[config.mk]
export PLATFORM = sky130hd
export DESIGN_NAME = pll_ctrl_seq
export DESIGN_NICKNAME = d
export VERILOG_FILES = /design/src/rtl/pllseq_pkg.sv /design/src/rtl/pllseq_timer.sv /design/src/rtl/pllseq_tune_path.sv /design/src/rtl/pll_ctrl_seq.sv
export SDC_FILE = /design/constraint.sdc
export NUM_CORES = 1
export LEC_CHECK = 0
export CORE_MARGIN = 8
export CORE_UTILIZATION = 47
export CTS_BUF_LIST = sky130_fd_sc_hd__clkbuf_2
export DETAILED_ROUTE_END_ITERATION = 6
export PLACE_DENSITY = 0.89
export SKIP_LAST_GASP = 1
export SYNTH_ARGS = -nofsm -noshare
export SYNTH_HDL_FRONTEND = slang
export SYNTH_HIERARCHICAL = 1
export SYNTH_SLANG_ARGS = --single-unit
[constraint.sdc]
create_clock -name clk -period 2.93 [get_ports clk]
set_input_delay 0.7325 -clock clk [delete_from_list [all_inputs] [get_ports clk]]
set_output_delay 0.7325 -clock clk [all_outputs]
set_load 0.05 [all_outputs]
[src/rtl/pllseq_pkg.sv]
package pllseq_pkg;

    typedef enum logic [1:0] {
        CMD_NOP  = 2'd0,
        CMD_UP   = 2'd1,
        CMD_DOWN = 2'd2,
        CMD_TUNE = 2'd3
    } cmd_e;

    typedef enum logic [3:0] {
        ST_IDLE,
        ST_UP_PWR,
        ST_UP_ISO,
        ST_UP_ENA,
        ST_UP_RSTB,
        ST_DN_RSTB,
        ST_DN_ENA,
        ST_DN_ISO,
        ST_DN_PWR,
        ST_TN_DIV,
        ST_TN_WORD,
        ST_TN_SETTLE
    } state_e;

endpackage

[src/rtl/pllseq_timer.sv]
module pllseq_timer #(
    parameter int TW = 12
) (
    input  logic          clk,
    input  logic          rst_n,
    input  logic          load,
    input  logic [TW-1:0] load_val,
    output logic          expired
);
    logic [TW-1:0] cnt_q;

    always_ff @(posedge clk or negedge rst_n) begin
        if (!rst_n) begin
            cnt_q <= '0;
        end else if (load) begin
            cnt_q <= load_val;
        end else if (cnt_q != '0) begin
            cnt_q <= cnt_q - 1'b1;
        end
    end

    assign expired = (cnt_q == '0);
endmodule

[src/rtl/pllseq_tune_path.sv]
module pllseq_tune_path #(
    parameter int PDIV_W     = 3,
    parameter int PCW_W      = 22,
    parameter bit SHARED_REG = 1'b0
) (
    input  logic              clk,
    input  logic              rst_n,
    input  logic              capture,
    input  logic [PDIV_W-1:0] in_div,
    input  logic [PCW_W-1:0]  in_word,
    input  logic              wr_div,
    input  logic              wr_word,
    output logic [PDIV_W-1:0] div_q,
    output logic [PCW_W-1:0]  word_q
);
    logic [PCW_W-1:0] word_src;

    always_ff @(posedge clk or negedge rst_n) begin
        if (!rst_n) begin
            div_q <= '0;
        end else if (wr_div) begin
            div_q <= in_div;
        end
    end

    generate
        if (SHARED_REG) begin : g_shared
            // Word is written on the accept edge straight from the request.
            assign word_src = in_word;
        end else begin : g_split
            logic [PCW_W-1:0] hold_q;
            always_ff @(posedge clk or negedge rst_n) begin
                if (!rst_n) begin
                    hold_q <= '0;
                end else if (capture) begin
                    hold_q <= in_word;
                end
            end
            assign word_src = hold_q;
        end
    endgenerate

    always_ff @(posedge clk or negedge rst_n) begin
        if (!rst_n) begin
            word_q <= '0;
        end else if (wr_word) begin
            word_q <= word_src;
        end
    end
endmodule

[src/rtl/pll_ctrl_seq.sv]
module pll_ctrl_seq
    import pllseq_pkg::*;
#(
    parameter int US_CYC      = 125,
    parameter int PWR_US      = 1,
    parameter int ISO_US      = 1,
    parameter int ENA_US      = 20,
    parameter int SETTLE_US   = 20,
    parameter int PDIV_W      = 3,
    parameter int PCW_W       = 22,
    parameter bit HAS_RST_REL = 1'b1,
    parameter bit SHARED_REG  = 1'b0
) (
    input  logic              clk,
    input  logic              rst_n,
    input  logic              req_valid,
    output logic              req_ready,
    input  logic [1:0]        req_cmd,
    input  logic [PDIV_W-1:0] req_div,
    input  logic [PCW_W-1:0]  req_word,
    output logic [1:0]        pwr_ctl,
    output logic              pll_en,
    output logic              rst_rel,
    output logic [PDIV_W-1:0] div_code,
    output logic [31:0]       word_reg
);
    localparam int CYC_PWR    = US_CYC * PWR_US;
    localparam int CYC_ISO    = US_CYC * ISO_US;
    localparam int CYC_ENA    = US_CYC * ENA_US;
    localparam int CYC_SETTLE = US_CYC * SETTLE_US;
    localparam int CYC_MAX12  = (CYC_PWR > CYC_ISO) ? CYC_PWR : CYC_ISO;
    localparam int CYC_MAX34  = (CYC_ENA > CYC_SETTLE) ? CYC_ENA : CYC_SETTLE;
    localparam int CYC_MAX    = (CYC_MAX12 > CYC_MAX34) ? CYC_MAX12 : CYC_MAX34;
    localparam int TW         = $clog2(CYC_MAX + 1);

    state_e state_q, state_d;
    logic   accept, enter, tmr_load, tmr_expired;
    logic   wr_div, wr_word;
    logic   strobe_q;
    logic [TW-1:0]    tmr_val;
    logic [PCW_W-1:0] word_q;

    assign req_ready = (state_q == ST_IDLE);
    assign accept    = req_valid && req_ready;
    assign enter     = (state_d != state_q);

    // Next-state decode.
    always_comb begin
        state_d = state_q;
        unique case (state_q)
            ST_IDLE: begin
                if (accept) begin
                    unique case (cmd_e'(req_cmd))
                        CMD_UP:   state_d = ST_UP_PWR;
                        CMD_DOWN: state_d = HAS_RST_REL ? ST_DN_RSTB : ST_DN_ENA;
                        CMD_TUNE: state_d = SHARED_REG ? ST_TN_WORD : ST_TN_DIV;
                        CMD_NOP:  state_d = ST_IDLE;
                    endcase
                end
            end
            ST_UP_PWR:    if (tmr_expired) state_d = ST_UP_ISO;
            ST_UP_ISO:    if (tmr_expired) state_d = ST_UP_ENA;
            ST_UP_ENA:    if (tmr_expired) state_d = HAS_RST_REL ? ST_UP_RSTB : ST_IDLE;
            ST_UP_RSTB:   state_d = ST_IDLE;
            ST_DN_RSTB:   state_d = ST_DN_ENA;
            ST_DN_ENA:    state_d = ST_DN_ISO;
            ST_DN_ISO:    state_d = ST_DN_PWR;
            ST_DN_PWR:    state_d = ST_IDLE;
            ST_TN_DIV:    state_d = ST_TN_WORD;
            ST_TN_WORD:   state_d = ST_TN_SETTLE;
            ST_TN_SETTLE: if (tmr_expired) state_d = ST_IDLE;
        endcase
    end

    // Dwell timer is loaded on entry to each waiting state.
    always_comb begin
        tmr_load = 1'b0;
        tmr_val  = '0;
        if (enter) begin
            unique case (state_d)
                ST_UP_PWR:    begin tmr_load = 1'b1; tmr_val = TW'(CYC_PWR - 1);    end
                ST_UP_ISO:    begin tmr_load = 1'b1; tmr_val = TW'(CYC_ISO - 1);    end
                ST_UP_ENA:    begin tmr_load = 1'b1; tmr_val = TW'(CYC_ENA - 1);    end
                ST_TN_SETTLE: begin tmr_load = 1'b1; tmr_val = TW'(CYC_SETTLE - 1); end
                default:      begin tmr_load = 1'b0; tmr_val = '0;                  end
            endcase
        end
    end

    assign wr_div  = enter && (state_d == ST_TN_DIV || (SHARED_REG && state_d == ST_TN_WORD));
    assign wr_word = enter && (state_d == ST_TN_WORD);

    // State register.
    always_ff @(posedge clk or negedge rst_n) begin
        if (!rst_n) begin
            state_q <= ST_IDLE;
        end else begin
            state_q <= state_d;
        end
    end

    // Control-bit outputs, updated on entry to each step.
    always_ff @(posedge clk or negedge rst_n) begin
        if (!rst_n) begin
            pwr_ctl  <= 2'b10;
            pll_en   <= 1'b0;
            rst_rel  <= 1'b0;
            strobe_q <= 1'b0;
        end else begin
            strobe_q <= wr_word;
            if (enter) begin
                unique case (state_d)
                    ST_UP_PWR:  pwr_ctl[0] <= 1'b1;
                    ST_UP_ISO:  pwr_ctl[1] <= 1'b0;
                    ST_UP_ENA:  pll_en     <= 1'b1;
                    ST_UP_RSTB: rst_rel    <= 1'b1;
                    ST_DN_RSTB: rst_rel    <= 1'b0;
                    ST_DN_ENA:  pll_en     <= 1'b0;
                    ST_DN_ISO:  pwr_ctl[1] <= 1'b1;
                    ST_DN_PWR:  pwr_ctl[0] <= 1'b0;
                    default:    ;
                endcase
            end
        end
    end

    pllseq_timer #(.TW(TW)) u_timer (
        .clk      (clk),
        .rst_n    (rst_n),
        .load     (tmr_load),
        .load_val (tmr_val),
        .expired  (tmr_expired)
    );

    pllseq_tune_path #(
        .PDIV_W     (PDIV_W),
        .PCW_W      (PCW_W),
        .SHARED_REG (SHARED_REG)
    ) u_tune (
        .clk     (clk),
        .rst_n   (rst_n),
        .capture (accept && cmd_e'(req_cmd) == CMD_TUNE),
        .in_div  (req_div),
        .in_word (req_word),
        .wr_div  (wr_div),
        .wr_word (wr_word),
        .div_q   (div_code),
        .word_q  (word_q)
    );

    assign word_reg = {strobe_q, {(31 - PCW_W){1'b0}}, word_q};
endmodule

==> results.cfg <==
[outcome]
status = finished, final reports clean

[timing]
worstMarginPinSlew_ns = 0.7422
max_freq_mhz = 350.8
hold_viol_final = 0
timing.final.ws_setup_ns = 0.07920
clock_skew_ns = 0.03472
setup_tns_ns = 0
finalCriticalPeriod_ns = 2.851
slew_viol_final = 0
slew_headroom_pct = 50.52
period_share_pct = 97.30
finalSetupViolCount = 0
rsz0062_at_grt = true

[global_routing]
grt_pass1_vias = 2427
antenna_found_initial = 0
grt_pass1_wl_um = 11840
grt_max_degree = 38
overflow = 0
grt_usage_pct = 15.20

[clocking]
clock-sinks = 68
cts_tree = done
numCtsBuffers = 9
cts_max_path_buffers = 2
insertion_delay_ns = 0.50
cts_root_buffer = clkbuf_2
clk_pin_slew_ns = 0.22
htree_levels = 3

[floorplanning]
rows = 30
start_util_pct = 48.00
ioPinCount = 70
chipWidth_um = 98.60
die_h_um = 98.60
die_area_sq_um = 9722
core_sq_um = 6681

[synthesis]
avgSynthCellArea_sq_um = 12.43
yosys-mux-area-fraction_pct = 17.17
yosys.area_share.simple_pct = 12.02
syn_area_sq_um = 3207
synthAdderAreaFrac_pct = 1.092
async_flop_share_pct = 100.0
synth_compound_area_share_pct = 9.130
synth_edf_count = 0
syn_inst = 258
ys_seq_area_share_pct = 53.10
synth_cell_type_count = 55
synth_xor_area_share_pct = 1.366
yosys_warnings = 6
synth_top_family_by_area = multiplexers
postSynthRegisterBits = 68
ys.flop_type = dfrtp_1

[layout]
synthToLayoutAreaGrowth_pct = 30.20
design_area_sq_um = 4175
mostFrequentLayoutCells = 67 x dfrtp_1, 58 x clkdlybuf4s50_1, 48 x mux2_2
drive_gt1_share_pct = 34.29
final_nets = 377
antenna_cells = 0
layout_commonest_cell = dfrtp_1

[critical_path]
startpoint = u_timer/cnt_q[0]
cp_data_required_time_ns = 3.33
path_class = flop to flop
end_kind = flop
crit_fanout = 5
critPathSlowestCell = dfrtp_1
max_stage_delay_ns = 0.39
worstPathArrival_ns = 3.25
rr_worst_depth = 15
cp_cell_sequence = inv_1 -> ha_2 -> nor4b_4 -> nand3_2 -> inv_2 -> buf_4 -> or3_4 -> and3_4 -> o311ai_4 -> inv_2 -> or2_4 -> a211oi_2 -> buf_4 -> nand2_1 -> o31ai_1
rr_startpoint = u_timer/cnt_q[0]
startpoint_type = flop

[place]
place_area_sq_um = 3980
routabilityCongestion = 0.8753
dp_hpwl_um = 5120
placement.io_buffers = 60
dp_worst_setup_slack_ns = -0.03524

[power]
irDropWorstVdd_mv = 0.9015
power.leakage_uw = 0.001860
p_total_uw = 4946
power_density_nw_per_um2 = 1185

[routing]
drtIter0Drc = 85
drc_errors = 0
antenna_left = 0
vias = 2313
via_per_inst = 5.379
m1WireLength_um = 3027
topRoutingLayerUsed = met4
detail_route.wl_per_cell_um = 16.57
totalWireLength_um = 7125
routed-wl-met2_um = 3618
route.met3.wl_um = 377
drt-pass1-iter-count = 4

[worst_hold_path]
hold_class = primary input to asynchronous set/reset pin

[run]
drv_cap = 0
==> stage by stage <==
| stage | utilization [%] | hold WS, ns | cells |
|---|---|---|---|
| after global routing | 62.49 | 0.2286 | 430 |
| final | 62.49 | 0.2399 | 430 |
| after CTS | 61.37 | 0.2262 | 427 |
| after floorplan | - | 0.4369 | 268 |
| after global placement | 59.57 | 0.4782 | 411 |
| after detailed placement | 59.57 | 0.4836 | 411 |
==> cell families (layout without fill, tap and decap cells) <==
group	Yosys count	after routing
flip-flops	68	68
buffers and inverters	29	111
other	1	11
XOR/XNOR	5	5
AND/OR/NAND/NOR	62	62
multiplexers	49	49
AO/OA/AOI/OAI	41	41
adder cells (fa/ha/maj)	3	3
==> final cells by class <==
class | instances | area [sq um]
tap | 80 | 100.1
multi-input combinational | 171 | 1416
inverter | 9 | 33.78
clock inverter | 7 | 75.07
sequential | 68 | 1703
fill | 528 | 2506
timing repair buffer | 86 | 802.0
clock buffer | 9 | 45.04
==> what timing repair did <==
item | 4_1_cts | 5_1_grt
hold buffers | 0 | 0
setup buffers | 0 | 2
endpoints found under the setup margin | 0 | 12
gates resized for setup | 0 | 14
==> per-layer routing <==
layer	track usage, %	vias to the layer above
met5	0	-
met4	6.730	0
met3	4.158	9
met2	26.01	68
met1	17.36	1155
li1	-	1081
==> sequential cells by signal, summed over array words and instances, names as in the netlist <==
| register | cells |
|---|---|
| u_tune/div_q | 3 |
| pwr_ctl | 2 |
| rst_rel | 1 |
| u_tune/g_split.hold_q | 22 |
| strobe_q | 1 |
| u_tune/word_q | 22 |
| pll_en | 1 |
| u_timer/cnt_q | 12 |
| state_q | 4 |
==> path summary, 6_finish.rpt <==
kind,end,slack (ns)
max,u_timer/cnt_q[3],0.08
min,u_tune/word_q[4],0.24
max reg2reg,u_timer/cnt_q[3],0.08
min reg2reg,pwr_ctl[0],0.52
max in group asynchronous,pwr_ctl[1],1.99
min in group clk,pwr_ctl[0],0.52
==> report_power, final <==
part	internal (uW)	switching (uW)
Combinational	1200	1510
Clock	198	346
Sequential	1360	333
Total	2760	2190
==> Yosys cell counts (all sizes together), types with 3 or more instances <==
cell	number	share of area, %
dfrtp	67	52
mux2	48	17
buf	16	4.2
nand2	15	1.8
o21ai	14	2.2
inv	9	1.1
nor2	7	0.82
nor3	7	1.1
a21oi	6	0.94
and3	5	1.1
nand2b	4	0.78
nor2b	4	0.78
nor4	4	1.6
xnor2	4	1.1
a22o	3	0.82
clkbuf	3	0.35
nand3	3	0.47
o31a	3	0.82
o31ai	3	0.70
==> critical path, delay by kind of cell, from the launching register on <==
| family | cells | cell delay [ns] |
|---|---|---|
| buf+inv | 5 | 0.50 |
| simple gates | 6 | 1.08 |
| compound gates | 3 | 0.62 |
| flops | 1 | 0.39 |
| fa+ha+maj | 1 | 0.18 |
Power figures use the tool's default switching activity.
